[src/rtl/irq_route_pkg.sv]
package irq_route_pkg;

  localparam int unsigned W_IRQ_STAT = 0;
  localparam int unsigned W_FIQ_STAT = 1;
  localparam int unsigned W_RAW      = 2;
  localparam int unsigned W_ROUTE    = 3;
  localparam int unsigned W_EN_SET   = 4;
  localparam int unsigned W_EN_CLR   = 5;
  localparam int unsigned W_SW_SET   = 6;
  localparam int unsigned W_SW_CLR   = 7;
  localparam int unsigned W_PROT     = 8;
  localparam int unsigned ID_WORDS   = 8;

  typedef struct packed {
    logic route_wr;
    logic en_set;
    logic en_clr;
    logic sw_set;
    logic sw_clr;
    logic prot_wr;
  } wr_strobe_t;

  function automatic logic [7:0] id_byte(input logic [2:0] idx);
    case (idx)
      3'd0:    id_byte = 8'h90;
      3'd1:    id_byte = 8'h11;
      3'd2:    id_byte = 8'h04;
      3'd3:    id_byte = 8'h00;
      3'd4:    id_byte = 8'h0D;
      3'd5:    id_byte = 8'hF0;
      3'd6:    id_byte = 8'h05;
      default: id_byte = 8'hB1;
    endcase
  endfunction

endpackage

[src/rtl/irq_src_regs.sv]
module irq_src_regs
  import irq_route_pkg::*;
#(
  parameter int unsigned NSRC = 32
) (
  input  logic            clk,
  input  logic            rst_n,
  input  wr_strobe_t      wr,
  input  logic [NSRC-1:0] wdata,
  output logic [NSRC-1:0] en_q,
  output logic [NSRC-1:0] route_q,
  output logic [NSRC-1:0] sw_q,
  output logic            prot_q
);

  logic [NSRC-1:0] en_d, route_d, sw_d;
  logic            prot_d;
  logic            en_ce, route_ce, sw_ce, prot_ce;

  always_comb begin
    en_ce    = wr.en_set | wr.en_clr;
    route_ce = wr.route_wr;
    sw_ce    = wr.sw_set | wr.sw_clr;
    prot_ce  = wr.prot_wr;
    en_d     = en_q;
    sw_d     = sw_q;
    if (wr.en_set) en_d = en_q | wdata;
    if (wr.en_clr) en_d = en_q & ~wdata;
    if (wr.sw_set) sw_d = sw_q | wdata;
    if (wr.sw_clr) sw_d = sw_q & ~wdata;
    route_d = wdata;
    prot_d  = wdata[0];
  end

  always_ff @(posedge clk or negedge rst_n) begin
    if (!rst_n) begin
      en_q    <= '0;
      route_q <= '0;
      sw_q    <= '0;
      prot_q  <= 1'b0;
    end else begin
      if (en_ce)    en_q    <= en_d;
      if (route_ce) route_q <= route_d;
      if (sw_ce)    sw_q    <= sw_d;
      if (prot_ce)  prot_q  <= prot_d;
    end
  end

endmodule

[src/rtl/irq_route_logic.sv]
module irq_route_logic #(
  parameter int unsigned NSRC = 32
) (
  input  logic            clk,
  input  logic            rst_n,
  input  logic [NSRC-1:0] hw_irq,
  input  logic [NSRC-1:0] en_q,
  input  logic [NSRC-1:0] route_q,
  input  logic [NSRC-1:0] sw_q,
  output logic [NSRC-1:0] hw_q,
  output logic [NSRC-1:0] raw,
  output logic [NSRC-1:0] irq_stat,
  output logic [NSRC-1:0] fiq_stat,
  output logic            fiq_any
);

  always_ff @(posedge clk or negedge rst_n) begin
    if (!rst_n) hw_q <= '0;
    else        hw_q <= hw_irq;
  end

  for (genvar i = 0; i < NSRC; i++) begin : g_src
    always_comb begin
      raw[i]      = hw_q[i] | sw_q[i];
      irq_stat[i] = raw[i] & en_q[i] & ~route_q[i];
      fiq_stat[i] = raw[i] & route_q[i];
    end
  end

  assign fiq_any = |fiq_stat;

endmodule

[src/rtl/irq_reg_read.sv]
module irq_reg_read
  import irq_route_pkg::*;
#(
  parameter int unsigned NSRC = 32,
  parameter int unsigned AW   = 10,
  parameter int unsigned DW   = 32
) (
  input  logic            clk,
  input  logic            rst_n,
  input  logic            rd_req,
  input  logic [AW-1:0]   addr,
  input  logic [NSRC-1:0] irq_stat,
  input  logic [NSRC-1:0] fiq_stat,
  input  logic [NSRC-1:0] raw,
  input  logic [NSRC-1:0] route_q,
  input  logic [NSRC-1:0] en_q,
  input  logic [NSRC-1:0] sw_q,
  input  logic            prot_q,
  output logic [DW-1:0]   rdata,
  output logic            rvalid
);

  localparam int unsigned IDW = $clog2(ID_WORDS);

  logic          in_id;
  logic [DW-1:0] mux_d, rdata_d;
  logic          rvalid_d;

  always_comb begin
    in_id = &addr[AW-1:IDW];
    mux_d = '0;
    if (in_id) begin
      mux_d[7:0] = id_byte(addr[IDW-1:0]);
    end else begin
      case (addr)
        AW'(W_IRQ_STAT): mux_d = DW'(irq_stat);
        AW'(W_FIQ_STAT): mux_d = DW'(fiq_stat);
        AW'(W_RAW):      mux_d = DW'(raw);
        AW'(W_ROUTE):    mux_d = DW'(route_q);
        AW'(W_EN_SET):   mux_d = DW'(en_q);
        AW'(W_SW_SET):   mux_d = DW'(sw_q);
        AW'(W_PROT):     mux_d = DW'(prot_q);
        default:         mux_d = '0;
      endcase
    end
    rvalid_d = rd_req;
    rdata_d  = rd_req ? mux_d : '0;
  end

  always_ff @(posedge clk or negedge rst_n) begin
    if (!rst_n) begin
      rdata  <= '0;
      rvalid <= 1'b0;
    end else begin
      rdata  <= rdata_d;
      rvalid <= rvalid_d;
    end
  end

endmodule

[src/rtl/irq_route_ctrl.sv]
module irq_route_ctrl
  import irq_route_pkg::*;
#(
  parameter int unsigned NSRC = 32,
  parameter int unsigned AW   = 10,
  parameter int unsigned DW   = 32
) (
  input  logic            clk,
  input  logic            rst_n,
  input  logic [NSRC-1:0] hw_irq,
  input  logic            bus_req,
  input  logic            bus_we,
  input  logic [AW-1:0]   bus_addr,
  input  logic [DW-1:0]   bus_wdata,
  output logic [DW-1:0]   bus_rdata,
  output logic            bus_rvalid,
  output logic [NSRC-1:0] irq_pend,
  output logic            fiq_out
);

  logic            rst_meta, rst_sync_n;
  logic            wr_any, rd_req;
  wr_strobe_t      wr;
  logic [NSRC-1:0] en_q, route_q, sw_q, hw_q, raw, irq_stat, fiq_stat;
  logic            prot_q;

  always_ff @(posedge clk or negedge rst_n) begin
    if (!rst_n) begin
      rst_meta   <= 1'b0;
      rst_sync_n <= 1'b0;
    end else begin
      rst_meta   <= 1'b1;
      rst_sync_n <= rst_meta;
    end
  end

  always_comb begin
    wr_any      = bus_req & bus_we;
    rd_req      = bus_req & ~bus_we;
    wr.route_wr = wr_any && (bus_addr == AW'(W_ROUTE));
    wr.en_set   = wr_any && (bus_addr == AW'(W_EN_SET));
    wr.en_clr   = wr_any && (bus_addr == AW'(W_EN_CLR));
    wr.sw_set   = wr_any && (bus_addr == AW'(W_SW_SET));
    wr.sw_clr   = wr_any && (bus_addr == AW'(W_SW_CLR));
    wr.prot_wr  = wr_any && (bus_addr == AW'(W_PROT));
  end

  irq_src_regs #(.NSRC(NSRC)) u_regs (
    .clk     (clk),
    .rst_n   (rst_sync_n),
    .wr      (wr),
    .wdata   (bus_wdata[NSRC-1:0]),
    .en_q    (en_q),
    .route_q (route_q),
    .sw_q    (sw_q),
    .prot_q  (prot_q)
  );

  irq_route_logic #(.NSRC(NSRC)) u_route (
    .clk      (clk),
    .rst_n    (rst_sync_n),
    .hw_irq   (hw_irq),
    .en_q     (en_q),
    .route_q  (route_q),
    .sw_q     (sw_q),
    .hw_q     (hw_q),
    .raw      (raw),
    .irq_stat (irq_stat),
    .fiq_stat (fiq_stat),
    .fiq_any  (fiq_out)
  );

  irq_reg_read #(.NSRC(NSRC), .AW(AW), .DW(DW)) u_read (
    .clk      (clk),
    .rst_n    (rst_sync_n),
    .rd_req   (rd_req),
    .addr     (bus_addr),
    .irq_stat (irq_stat),
    .fiq_stat (fiq_stat),
    .raw      (raw),
    .route_q  (route_q),
    .en_q     (en_q),
    .sw_q     (sw_q),
    .prot_q   (prot_q),
    .rdata    (bus_rdata),
    .rvalid   (bus_rvalid)
  );

  assign irq_pend = irq_stat;

endmodule

[config.mk]
export PLATFORM = sky130hd
export DESIGN_NAME = irq_route_ctrl
export DESIGN_NICKNAME = d
export VERILOG_FILES = /design/src/rtl/irq_route_pkg.sv /design/src/rtl/irq_src_regs.sv /design/src/rtl/irq_route_logic.sv /design/src/rtl/irq_reg_read.sv /design/src/rtl/irq_route_ctrl.sv
export SDC_FILE = /design/constraint.sdc
export NUM_CORES = 1
export LEC_CHECK = 0
export BUFFER_PORTS_ARGS = -buffer_cell sky130_fd_sc_hd__buf_2
export CORE_ASPECT_RATIO = 0.7
export CORE_MARGIN = 4
export CORE_UTILIZATION = 25
export CTS_CLUSTER_DIAMETER = 100
export DETAILED_ROUTE_END_ITERATION = 16
export MAX_ROUTING_LAYER = met4
export PLACE_DENSITY = 0.46
export SYNTH_ARGS = -nofsm -noshare
export SYNTH_HDL_FRONTEND = slang
export SYNTH_SLANG_ARGS = --single-unit
[constraint.sdc]
create_clock -name clk -period 6.75 [get_ports clk]
set_input_delay 1.35 -clock clk [delete_from_list [all_inputs] [get_ports clk]]
set_output_delay 1.35 -clock clk [all_outputs]
set_load 0.02 [all_outputs]
==> Flow_metrics.wiki <==
{| class="wikitable"
! Metric !! Value
|-
| Status || finished clean
|-
| RePlAce Congestion || slightly above 0.8
|-
| Setup fix buffers added after clock tree synthesis || 0
|-
| Resize count post-CTS || 0
|-
| Final Skew || ~12 ps
|-
| Hold Crit Class || reg -> async
|-
| Cell chain of the critical path || buf_2 > nand2b_1 > nor3b_4 > buf_4 > mux2_2
|-
| Worst skew pair latency || between 400 and 500 ps
|-
| Summed negative setup slack over all endpoints || 0 ps
|-
| Number of antenna violations at the first check in global routing || 0
|-
| Setup repair after global routing missed its margin || no
|-
| CP max stage delay || 1010 ps
|-
| Sequential fraction of the synthesis area || roughly 52%
|-
| All-Layer GR Usage || roughly 17%
|-
| Cell Area, Synth || 7840 um2
|-
| Warnings, synthesis || 0
|-
| Top-level I/O count || roughly 140
|-
| Buffer depth of the longest clock path || 2
|-
| Critical-path cell with the highest stage delay || sky130_fd_sc_hd__nor3b_4
|-
| Switching component of the power || ~540 uW
|-
| Gate count of the mapped netlist || 815
|-
| Relative contribution of combinational cells to total power || under 10%
|-
| Relative slew slack || between 20 and 30%
|-
| Clock-pin transition on the worst setup and hold timing paths || 70 ps
|-
| CTS buffer count || 17
|-
| # hold bufs at CTS || 0
|-
| H-tree lvl count || 4
|-
| Number of core rows || 53
|-
| Max-capacitance violation count || 0
|-
| Buf/Inv on CP || 2
|-
| Most common library cell in the layout ignoring fill and taps || sky130_fd_sc_hd__dfrtp_1
|-
| Maximum number of pins on one net before global-route repair || between 70 and 80
|-
| Post-layout minimum cycle time || between 4000 and 5000 ps
|-
| Reported leakage power || roughly 0.0043 uW
|-
| DRT iter0 DRCs || 590
|-
| Number of sinks on the clock net || about 160
|-
| Core ar. || 30400 um2
|-
| CP startpoint kind || input pin
|-
| Library cell with the largest summed area after synthesis || sky130_fd_sc_hd__dfrtp_1
|-
| Count of inserted antenna diode cells || 0
|-
| Most used cells in the layout excluding fill and tap cells || 163 x sky130_fd_sc_hd__dfrtp_1, 143 x sky130_fd_sc_hd__buf_2, 100 x sky130_fd_sc_hd__o21ai_0
|-
| Initial core utilization || 25.7%
|-
| DRC violations left || 0
|-
| First-pass GRT wire length || about 42 mm
|-
| Sort of element at the end of the critical path || register
|-
| Power density normalized to cell area || ~230 nW/um2
|-
| Cell area after placement || around 9000 um2
|-
| Maximum resistive drop on vdd || 0.160 mV
|-
| Die outline width || 220 um
|-
| Pint || around 1600 uW
|-
| Final design utilization || between 30% and 40%
|-
| Primary flip-flop cell chosen by synthesis mapping || sky130_fd_sc_hd__dfrtp_1
|-
| Area of the die || about 34000 um2
|-
| Hold violation count in the final report || 0
|-
| TritonCTS clock tree || built
|-
| Hpwl dp || 19.0 mm
|-
| CTS Root Buffer Type || sky130_fd_sc_hd__clkbuf_16
|-
| Max Clk Rate || between 200 and 250 MHz
|-
| Required time reported for the critical path endpoint || a little over 7000 ps
|-
| Ratio of routed vias to standard cells || about 5.0
|-
| DRT antenna net count || 0
|-
| Top cells by area, synth || sky130_fd_sc_hd__dfrtp_1 52%, sky130_fd_sc_hd__o21ai_0 6.4%, sky130_fd_sc_hd__nand3_1 4.5%, sky130_fd_sc_hd__mux2_2 4.5%, sky130_fd_sc_hd__nand2_1 4.3%
|-
| Die outline height || roughly 160 um
|-
| Total wire length after detailed routing || 27.8 mm
|-
| Post-route cell area || between 9000 and 10000 um2
|-
| Post-Syn Area per Cell || 9.62 um2
|-
| Global route total overflow || 0
|-
| Via count of the first global-routing pass || 6584
|-
| Flop and latch count out of synthesis || approximately 160
|-
| Via Count || between 6000 and 7000
|-
| Clock network fraction of design power || 46.5%
|-
| Kind of critical path || in -> reg
|-
| Setup violations, final || 0
|-
| CP top delay family || simple AND/OR/NAND/NOR gates
|-
| Share of the clock period used by the worst path || between 50% and 60%
|-
| WL/cell || between 20 and 25 um
|-
| Signed area change from the synthesized netlist to the final layout || 22.0%
|-
| Final nets || ~1000
|-
| Area fraction of the dominant cell type after synthesis || a little over half
|-
| Max Slew Vio Count || 0
|-
| Total nets after synthesis || a little under 900
|-
| Switching share of power || 24.7%
|-
| Number of port buffers || 143
|-
| Proportion of register bits with asynchronous set or reset after synthesis || 100%
|-
| Crit-path max FO || 49
|-
| Sequential group share of total power || 46.7%
|-
| Critical Path AT || between 4000 and 5000 ps
|-
| Number of unique standard cell types used by synthesis || 48
|-
| Fraction of final layout cells with drive strength greater than 1 || around a quarter
|-
| Count of flip-flops with a built-in enable after synthesis || 0
|-
| Actual slew at the worst max-slew pin || ~1100 ps
|-
| DR pass1 iterations || 5
|}
## cell families (layout without fill, tap and decap cells)
kind of cell / Yosys count / in the layout / share of synthesized area, %
and+or+nand+nor: 315 / 315 / 20.2
AOI/OAI and AO/OA: 227 / 227 / 17.5
DFF: 164 / 164 / 52.4
buffers and inverters: 60 / 194 / 3.29
muxes: 47 / 47 / 6.51
other: 1 / 1 / 0.0479
xor gates and xnor gates: 1 / 1 / 0.112
## worst register-to-register path, stage by stage (launching register included)
cell                      delay (ps)
sky130_fd_sc_hd__dfrtp_1         410
sky130_fd_sc_hd__nor2_1           60
sky130_fd_sc_hd__nor3b_1         530
sky130_fd_sc_hd__a21oi_1         140
sky130_fd_sc_hd__o221a_2         280
sky130_fd_sc_hd__o32ai_1         180
## cells in the mapped netlist (all sizes together) (2+ instances only)
library cell    n
dfrtp         164
o211ai          9
and3b           7
and2            8
a221o           2
nor2           59
nand3          71
a311oi          5
nand2b         12
clkbuf         41
nor2b           2
or3            15
mux2           32
inv             6
o311ai         16
a211oi          2
nor4            5
o21ai         100
o22ai          16
or2            11
mux2i          15
a31oi           5
o31ai           7
nand2          90
buf            13
o32ai           2
nor3b          18
nand4           7
o211a           5
nor3            6
o2bb2ai         7
a21oi          48
## layer usage
| layer | track usage (%) | vias up | wire length, um |
|---|---|---|---|
| li1 | - | 3204 | - |
| met1 | 24.8 | 3345 | 14200 |
| met2 | 23.7 | 205 | 12000 |
| met3 | 3.47 | 17 | 1360 |
| met4 | 3.11 | 0 | 253 |
| met5 | - | - | 0 |
## through the flow
step | setup WS, ps | instances | hold WS [ps] | total power [uW]
detailed placement | 2280 | 1329 | 266 | 1180
floorplan | 1840 | 815 | 331 | 1110
global placement | 2390 | 1329 | 273 | 1180
global route | 2550 | 1361 | 279 | 2260
finish | 2740 | 1361 | 236 | 2170
CTS | 2780 | 1361 | 264 | 2200
## power by group through the flow
stage	Sequential [uW]	Clock [uW]	Combinational, uW
finish	1020	1010	147
global route	1020	1080	163
CTS	1020	1040	149
global placement	1030	0	148
floorplan	1040	0	67.9
detailed placement	1030	0	149
## layout make-up
type	instances	area [um2]
clock buffer	21	450
clock inverter	11	153
fill	3136	20900
inverter	6	22.5
multi-input combinational	591	3490
sequential	164	4110
tap	412	515
timing repair buffer	156	813
## path summary, 6_finish.rpt
path	cells after the start	slack, ps	to	startpoint
worst min register to register	0	240	u_read.rdata[4]$_DFF_PN0_	rst_sync_n$_DFF_PN0_
min in group clk	0	370	rst_sync_n$_DFF_PN0_	rst_meta$_DFF_PN0_
max in group asynchronous	1	5190	asynchronous set/reset pin	rst_sync_n$_DFF_PN0_
worst min-delay path	0	240	u_read.rdata[4]$_DFF_PN0_	rst_sync_n$_DFF_PN0_
worst max register to register	5	5010	u_read.rdata[0]$_DFF_PN0_	u_route.hw_q[0]$_DFF_PN0_
worst max-delay path	5	2740	u_regs.route_q[16]$_DFFE_PN0P_	bus_addr[0]
(Power assumes the default switching activity.)
